===== src/rtl/spwm_pkg.sv =====
package spwm_pkg;
  // pipeline stages from input sample to registered scaled level
  localparam int SCALE_LAT = 4;
  // total edges from input sample to drive register
  localparam int OUT_LAT   = SCALE_LAT + 1;
  localparam int LEGS      = 2;
endpackage


===== src/rtl/spwm_pipe.sv =====
module spwm_pipe #(
  parameter int W     = 8,
  parameter int DEPTH = 4
) (
  input  logic         clk,
  input  logic         rst,
  input  logic [W-1:0] din,
  output logic [W-1:0] dout
);
  logic [W-1:0] stage [DEPTH];

  genvar g;
  generate
    for (g = 0; g < DEPTH; g++) begin : g_stage
      always_ff @(posedge clk) begin
        if (rst) stage[g] <= '0;
        else if (g == 0) stage[g] <= din;
        else stage[g] <= stage[(g == 0) ? 0 : g-1];
      end
    end
  endgenerate

  assign dout = stage[DEPTH-1];
endmodule


===== src/rtl/spwm_scale.sv =====
module spwm_scale #(
  parameter int DW = 8
) (
  input  logic          clk,
  input  logic          rst,
  input  logic [DW-1:0] y,
  input  logic [DW-1:0] idx,
  output logic [DW-1:0] ya
);
  localparam int PW     = 2 * DW;
  localparam int DEN    = (1 << (DW - 1)) - 1;
  localparam int MID    = 1 << (DW - 1);
  localparam int SHIFT  = 2 * DW + 5;
  localparam int RECIP  = (2 ** SHIFT) / DEN;
  localparam int RW     = SHIFT - $clog2(DEN) + 1;
  localparam int QW     = DW + 1;
  localparam int SW     = DW + 2;
  localparam int XW     = PW + RW;

  localparam logic [PW-1:0] DEN_V   = PW'(DEN);
  localparam logic [RW-1:0] RECIP_V = RW'(RECIP);
  localparam logic signed [SW-1:0] MID_S = SW'(MID);
  localparam logic signed [SW-1:0] TOP_S = SW'((1 << DW) - 1);

  // stage 1: remove offset by flipping the sign bit
  logic signed [DW-1:0] c_y, c_i;
  // stage 2: signed product
  logic signed [PW-1:0] prod;
  // stage 3: magnitude and reciprocal estimate
  logic          neg3;
  logic [PW-1:0] mag3;
  logic [QW-1:0] q_est;

  logic [PW-1:0] mag_c;
  logic [XW-1:0] wide;
  logic [PW-1:0] back;
  logic [PW-1:0] rem;
  logic [QW-1:0] q_fix;
  logic signed [SW-1:0] q_sgn;
  logic signed [SW-1:0] sum;

  always_ff @(posedge clk) begin
    if (rst) begin
      c_y <= '0;
      c_i <= '0;
    end else begin
      c_y <= signed'({~y[DW-1], y[DW-2:0]});
      c_i <= signed'({~idx[DW-1], idx[DW-2:0]});
    end
  end

  always_ff @(posedge clk) begin
    if (rst) prod <= '0;
    else     prod <= c_y * c_i;
  end

  always_comb begin
    mag_c = prod[PW-1] ? PW'(-prod) : PW'(prod);
    wide  = {{RW{1'b0}}, mag_c} * {{PW{1'b0}}, RECIP_V};
  end

  always_ff @(posedge clk) begin
    if (rst) begin
      neg3  <= 1'b0;
      mag3  <= '0;
      q_est <= '0;
    end else begin
      neg3  <= prod[PW-1];
      mag3  <= mag_c;
      q_est <= wide[SHIFT +: QW];
    end
  end

  // stage 4: remainder correction, restore offset, clip
  always_comb begin
    back  = PW'(q_est) * DEN_V;
    rem   = mag3 - back;
    q_fix = q_est + QW'(rem >= DEN_V);
    q_sgn = neg3 ? -signed'(SW'(q_fix)) : signed'(SW'(q_fix));
    sum   = MID_S + q_sgn;
  end

  always_ff @(posedge clk) begin
    if (rst)              ya <= '0;
    else if (sum > TOP_S) ya <= '1;
    else if (sum < 0)     ya <= '0;
    else                  ya <= sum[DW-1:0];
  end
endmodule


===== src/rtl/spwm_leg.sv =====
module spwm_leg #(
  parameter int DW = 8
) (
  input  logic          clk,
  input  logic          rst,
  input  logic          en,
  input  logic [DW-1:0] level,
  input  logic [DW-1:0] car,
  output logic          hi,
  output logic          lo
);
  logic on;
  assign on = (level >= car);

  always_ff @(posedge clk) begin
    if (rst || !en) begin
      hi <= 1'b0;
      lo <= 1'b0;
    end else begin
      hi <= on;
      lo <= ~on;
    end
  end
endmodule


===== src/rtl/spwm_bridge.sv =====
module spwm_bridge
  import spwm_pkg::*;
#(
  parameter int DW = 8
) (
  input  logic          clk,
  input  logic          rst,
  input  logic [DW-1:0] ref_a,
  input  logic [DW-1:0] ref_b,
  input  logic [DW-1:0] carrier,
  input  logic [DW-1:0] depth,
  output logic          a_hi,
  output logic          a_lo,
  output logic          b_hi,
  output logic          b_lo
);
  logic [DW-1:0] refs   [LEGS];
  logic [DW-1:0] levels [LEGS];
  logic          his    [LEGS];
  logic          los    [LEGS];
  logic [DW-1:0] car_d;
  logic          vld;

  assign refs[0] = ref_a;
  assign refs[1] = ref_b;

  spwm_pipe #(.W(DW), .DEPTH(SCALE_LAT)) u_car_dly (
    .clk(clk), .rst(rst), .din(carrier), .dout(car_d)
  );

  spwm_pipe #(.W(1), .DEPTH(SCALE_LAT)) u_vld_dly (
    .clk(clk), .rst(rst), .din(1'b1), .dout(vld)
  );

  genvar g;
  generate
    for (g = 0; g < LEGS; g++) begin : g_leg
      spwm_scale #(.DW(DW)) u_scale (
        .clk(clk), .rst(rst), .y(refs[g]), .idx(depth), .ya(levels[g])
      );
      spwm_leg #(.DW(DW)) u_cmp (
        .clk(clk), .rst(rst), .en(vld), .level(levels[g]), .car(car_d),
        .hi(his[g]), .lo(los[g])
      );
    end
  endgenerate

  assign a_hi = his[0];
  assign a_lo = los[0];
  assign b_hi = his[1];
  assign b_lo = los[1];
endmodule


===== config.mk =====
export PLATFORM = sky130hd
export DESIGN_NAME = spwm_bridge
export DESIGN_NICKNAME = d
export VERILOG_FILES = /design/src/rtl/spwm_pkg.sv /design/src/rtl/spwm_pipe.sv /design/src/rtl/spwm_scale.sv /design/src/rtl/spwm_leg.sv /design/src/rtl/spwm_bridge.sv
export SDC_FILE = /design/constraint.sdc
export NUM_CORES = 1
export LEC_CHECK = 0
export CORE_MARGIN = 2
export CORE_UTILIZATION = 28
export CTS_CLUSTER_SIZE = 28
export DETAILED_ROUTE_END_ITERATION = 16
export PLACE_DENSITY = 0.54
export SETUP_SLACK_MARGIN = 0.4
export SYNTH_ARGS = -nofsm -noshare
export SYNTH_HDL_FRONTEND = slang
export SYNTH_SLANG_ARGS = --single-unit

===== constraint.sdc =====
create_clock -name clk -period 9.2 [get_ports clk]
set_input_delay 1.84 -clock clk [delete_from_list [all_inputs] [get_ports clk]]
set_output_delay 1.84 -clock clk [all_outputs]
set_load 0.005 [all_outputs]

==> qor.txt, run 1 <==
Post-CTS sizing: 0
Largest net degree at the start of global routing: 89
Async S/R FF share, synth: 0
Max incr delay on CP: 0.70 ns
Mapped Area: 0.0179 mm2
Worst path top cell family by delay: adder cells
Clk root buf: clkbuf_16
Post-DP HPWL: 29300 um
Die height: 257 um
Post-synthesis register bit count: 164
Std-Cell Core Area: 0.0631 mm2
Max_cap viols: 0
CTS tree: done
Syn_area_per_cell: 9.29 um2
Clock sink total: 164
Postcts setup bufs: 0
Clk pin slew, worst setup/hold paths: 0.06 ns
Worst EP arrival: 7.70 ns
Layout cells sized above 1: 0.0322
Actual slew at the worst max-slew pin: 0.908 ns
Crit path time final: 7.40 ns
Hold crit path type: reg2reg
Sequential fraction of the synthesis area: 0.184
Post-synth EDFFs: 0
Clock Skew: 0.0134 ns
Most frequent CP cell: inv_1
RD Place Congestion: 0.840
CP startpoint kind: flip-flop
Final Setup Violations: 0
GRT overflow: 0
Worst-path maximum fanout: 17
RR Startpoint: g_leg[0].u_scale.q_est[1]$_SDFF_PP0_
PortBufs: 37
Setup crit end kind: flip-flop
Bufs and invs on worst path: 5
Layout Nets: 2445
Commonest cells after routing, fill and taps aside: 337 x inv_1, 270 x ha_1, 198 x fa_1
First-pass GRT wire length: 61500 um
R2R Path End: g_leg[0].u_scale.ya[4]$_SDFF_PP0_
GRT Util Overall: 0.111
Routed Wire Length: 35000 um
Clock Latency Late Sink: 0.44 ns
Slew margin rel.: 0.394
Detailed Route Iter0 Violations: 575
Antenna violations before repair: 0
Worst Reg-to-Reg Cells: 26
Area Growth Syn to Fin: 10.4%
Reg2Reg Setup Slack: 1.80 ns
Hold_buf cts: 0
Footprint of the multi-input gates: 0.0131 mm2
Reg area: 0.00328 mm2
Count of cell types in the netlist: 84
Std cell rows: 92
Drt wl/cell: 12.5 um
Stages on worst setup path: 26
DIE AREA: 0.0658 mm2
Antenna-violating nets left: 0
Routed vias/inst: 4.46
Die width: 257 um
Filler cell count: 6642
Status: complete, no violations
Num ports: 38
Highest Clock Rate: 135 MHz
Drc violations: 0
Setup_tns: 0 ns
Crit share post-route: 0.805
Fin. Hold Viols: 0
Fin. max-slew vios: 0
Crit path from: g_leg[0].u_scale.q_est[1]$_SDFF_PP0_
Syn nets: 2424
Top_reg_cell synth: dfxtp_1
Worst setup endpoint: g_leg[0].u_scale.ya[4]$_SDFF_PP0_
Yosys warnings: 0
Vias post-DR: 12500
WP data required: 9.50 ns
Drt pass-1 iters: 5
Final Util: 0.313
Cells after synthesis: 1922
Slowest CP cell: dfxtp_1
Max Root-Sink Buffers: 2
WS Path Type: reg2reg
Vias in the first global route: 13200
Unrepaired setup endpoints after global routing: false
Starting Density: 0.283
H-tree levels: 4
Leading cell type in the layout, fill and taps excluded: inv_1
Num CTS Buffers: 17
## flip-flops by register name (all words and copies together) (netlist names)
signal and count:
g_leg.u_scale.q_est 18, g_leg.u_scale.prod 32, g_leg.u_scale.neg3 2, u_vld_dly.stage 4
g_leg.u_cmp.lo 2, g_leg.u_scale.c_y 16, g_leg.u_cmp.hi 2, g_leg.u_scale.ya 16
g_leg.u_scale.c_i 8, g_leg.u_scale.mag3 32, u_car_dly.stage 32
## cell type report
| class | count | area share |
|---|---|---|
| antenna | 1 | 0.000127 |
| clock buffer | 24 | 0.0249 |
| clock inverter | 8 | 0.00501 |
| inverter | 338 | 0.0643 |
| tap | 846 | 0.0537 |
| timing repair buffer | 39 | 0.0194 |
| multi-input combinational | 1383 | 0.666 |
| sequential | 164 | 0.166 |
## per-stage QoR
stage	instance area [um2]	setup WS (ns)	std cells	hold WS [ns]
CTS	19700	1.87	2802	0.434
detailed placement	19100	1.89	2770	0.420
global placement	19100	2.04	2770	0.419
floorplan	17900	2.59	1922	0.414
finish	19700	1.80	2803	0.433
global route	19700	1.23	2802	0.458
## how the worst min path moves through the flow
stage / from / slack (ns) / depth (start not counted) / to
final: u_car_dly.stage[1][5]$_SDFF_PP0_ / 0.43 / 1 / u_car_dly.stage[2][5]$_SDFF_PP0_
after global routing: u_car_dly.stage[2][4]$_SDFF_PP0_ / 0.46 / 1 / u_car_dly.stage[3][4]$_SDFF_PP0_
after CTS: u_vld_dly.stage[1]$_SDFF_PP0_ / 0.43 / 1 / u_vld_dly.stage[2]$_SDFF_PP0_
after detailed placement: u_vld_dly.stage[1]$_SDFF_PP0_ / 0.42 / 1 / u_vld_dly.stage[2]$_SDFF_PP0_
after global placement: u_vld_dly.stage[1]$_SDFF_PP0_ / 0.42 / 1 / u_vld_dly.stage[2]$_SDFF_PP0_
after floorplan: u_car_dly.stage[0][0]$_SDFF_PP0_ / 0.41 / 1 / u_car_dly.stage[1][0]$_SDFF_PP0_
## cell families (layout without fill, tap and decap cells)
logic type	count (synthesis)	count (layout)	synth area share
AO/OA/AOI/OAI	257	257	0.0978
XOR/XNOR	123	123	0.0616
adder cells (fa/ha/maj)	468	468	0.411
buffers and inverters	375	409	0.0807
flip-flops	164	164	0.184
multiplexers	5	5	0.00301
other	0	1	0
AND/OR/NAND/NOR	530	530	0.162
## cell usage after synthesis (7+ instances only)
cell type / n / area share
clkbuf_1: 30 / 0.0063
xnor2_1: 85 / 0.042
nand2_1: 93 / 0.020
o21bai_1: 8 / 0.0034
a21o_1: 28 / 0.012
nand4_1: 8 / 0.0028
nor2b_1: 74 / 0.026
o21a_1: 9 / 0.0038
o31ai_1: 8 / 0.0034
dfxtp_1: 164 / 0.18
and3_1: 15 / 0.0053
a211oi_1: 8 / 0.0034
nor2_1: 90 / 0.019
fa_1: 198 / 0.22
nand3_1: 27 / 0.0076
o211ai_1: 10 / 0.0042
o21ai_0: 54 / 0.015
xor2_1: 35 / 0.017
and2_1: 105 / 0.037
ha_1: 270 / 0.19
nor3_1: 31 / 0.0087
a31oi_1: 9 / 0.0032
nor4_1: 8 / 0.0028
a21oi_1: 60 / 0.017
nand2b_1: 31 / 0.011
inv_1: 337 / 0.071
a41oi_1: 7 / 0.0034
o22ai_1: 7 / 0.0025
## per-layer routing
| layer | GRT usage | share of wire |
|---|---|---|
| met5 | 0 | 0 |
| met4 | 0.0329 | 0.019 |
| met3 | 0.0184 | 0.028 |
| met2 | 0.186 | 0.46 |
| met1 | 0.147 | 0.50 |
Power of run 1 is left out: the tool's default activity adds up to more than one toggle a clock period on the data nets, which glitch-free logic cannot reach.
==> run 2, diff against run 1 <==
- PLACE_DENSITY: 0.54 -> 0.56
- clock period: 9.2 -> 6.3 ns (I/O delays scaled with it)
==> qor.txt, run 2 (synthesis results as in run 1) <==
Min Hold Slack: 0.424 ns
Slew margin rel.: 0.298
DIE AREA: 0.0658 mm2
Post-DP HPWL: 31000 um
GRT overflow: 0
Detailed Route Iter0 Violations: 488
Layout cells sized above 1: 0.145
WP data required: 6.64 ns
Worst EP arrival: 6.97 ns
Antenna violations before repair: 1
Drt wl/cell: 12.9 um
Final Setup Violations: 7
CP startpoint kind: flip-flop
Commonest cells after routing, fill and taps aside: 310 x inv_1, 255 x ha_1, 197 x fa_1
Clock Skew: 0.00823 ns
Drt pass-1 iters: 5
Max_cap viols: 0
CTS tree: done
Clk root buf: clkbuf_16
RR Startpoint: g_leg[0].u_scale.q_est[1]$_SDFF_PP0_
Unrepaired setup endpoints after global routing: true
Vias post-DR: 13000
Leading cell type in the layout, fill and taps excluded: inv_1
Fin. Hold Viols: 0
Setup crit end kind: flip-flop
Top Registers: g_leg.u_scale.mag3 (32), g_leg.u_scale.prod (32), u_car_dly.stage (32)
Clock sink total: 164
Worst Reg-to-Reg Cells: 26
Hold endpoint: u_car_dly.stage[2][1]$_SDFF_PP0_
Largest net degree at the start of global routing: 88
Placed Area: 0.0202 mm2
Highest Clock Rate: 151 MHz
Routed Wire Length: 37800 um
Std-Cell Core Area: 0.0631 mm2
DP Worst Slack: -0.451 ns
Fin. max-slew vios: 0
RD Place Congestion: 0.788
Drc violations: 0
HP Start: u_car_dly.stage[1][1]$_SDFF_PP0_
Std cell rows: 92
Crit share post-route: 1.05
Starting Density: 0.283
Clock Latency Late Sink: 0.47 ns
PortBufs: 37
Die height: 257 um
H-tree levels: 4
Clk pin slew, worst setup/hold paths: 0.07 ns
Worst-path maximum fanout: 7
Routed vias/inst: 4.44
Actual slew at the worst max-slew pin: 1.05 ns
First-pass GRT wire length: 64600 um
Status: complete, but fails checks
Area Growth Syn to Fin: 19.5%
Vias in the first global route: 13500
Crit path time final: 6.63 ns
GRT Util Overall: 0.119
Antenna-violating nets left: 0
Num ports: 38
Layout Nets: 2575
Failing checks: negative setup slack
Hold Path Stages: 1
Num CTS Buffers: 17
Reg2Reg Setup Slack: -0.33 ns
Setup ws final: -0.325 ns
Die width: 257 um
WS Path Type: reg2reg
Final Cell Area: 0.0213 mm2
R2R Path End: g_leg[0].u_scale.ya[5]$_SDFF_PP0_
Max Root-Sink Buffers: 2
Hold crit path type: reg2reg
## run 2: cell count changes in the layout (fill, tap and decap cells not counted), moves of 6 or more
cell,change
dfxtp_4,+11
o21ai_0,-8
dfxtp_1,-16
xnor2_1,-7
inv_2,+18
ha_4,+12
ha_1,-15
inv_4,+8
inv_1,-27
inv_6,+6
buf_4,+128
## run 2: metal layers
layer / track usage / vias to the layer above / part of all wire / routed length, um
li1: - / 6546 / - / -
met1: 0.156 / 6298 / 0.48 / 18300
met2: 0.196 / 148 / 0.47 / 17800
met3: 0.0250 / 37 / 0.030 / 1120
met4: 0.0329 / 2 / 0.016 / 588
met5: 0 / - / 0.00034 / 13
## run 2: timing repair
item | CTS | global route
setup endpoints to repair | 16 | 18
pin swaps | 28 | 42
hold buffers | 0 | 0
buffers inserted | 11 | 11
resized for setup | 25 | 51
## run 2: through the flow
step           setup TNS, ns  cells   util
5_1_grt                -5.12   2932  0.338
3_5_place_dp           -3.49   2878  0.320
6_report               -2.06   2933  0.338
3_3_place_gp           -1.97   2878  0.320
4_1_cts                -2.01   2921  0.333
2_1_floorplan         -0.291   1922      -
## run 2: cell type report
class                           instances  area, um2
Fill cell                            6541      41700
Sequential cell                       164       3330
Clock buffer                           19        464
Tap cell                              846       1060
Inverter                              338       1300
Clock inverter                         13        158
Multi-Input combinational cell       1383      13700
Timing Repair Buffer                  169       1370
Antenna cell                            1       2.50
## run 2: worst max path at each step
stage	start	endpoint	slack [ns]	cells after the start
final	g_leg[0].u_scale.q_est[1]$_SDFF_PP0_	g_leg[0].u_scale.ya[5]$_SDFF_PP0_	-0.33	26
after global routing	g_leg[0].u_scale.q_est[1]$_SDFF_PP0_	g_leg[0].u_scale.ya[4]$_SDFF_PP0_	-0.56	26
after CTS	g_leg[0].u_scale.q_est[0]$_SDFF_PP0_	g_leg[0].u_scale.ya[4]$_SDFF_PP0_	-0.30	27
after detailed placement	g_leg[0].u_scale.q_est[2]$_SDFF_PP0_	g_leg[0].u_scale.ya[6]$_SDFF_PP0_	-0.45	26
after global placement	g_leg[0].u_scale.q_est[2]$_SDFF_PP0_	g_leg[0].u_scale.ya[2]$_SDFF_PP0_	-0.29	26
after floorplan	g_leg[0].u_scale.q_est[4]$_SDFF_PP0_	g_leg[0].u_scale.ya[2]$_SDFF_PP0_	-0.04	26
## run 2: worst max-delay path, stage by stage, from the launching register on
cell	delay (ns)
dfxtp_4	0.35
fa_1	0.58
inv_2	0.05
fa_1	0.46
fa_1	0.50
inv_1	0.05
fa_1	0.47
inv_1	0.04
ha_2	0.17
or3_4	0.37
o211ai_1	0.28
a41oi_2	0.17
nor2_1	0.17
a41oi_2	0.06
or4_4	0.50
a211o_4	0.39
ha_4	0.19
xnor2_4	0.13
ha_4	0.16
and4_1	0.15
a32oi_2	0.24
a21boi_4	0.13
buf_6	0.13
o21ai_2	0.13
a31oi_2	0.12
xnor2_2	0.36
o22ai_1	0.15
Power of run 2 is left out for the same reason.
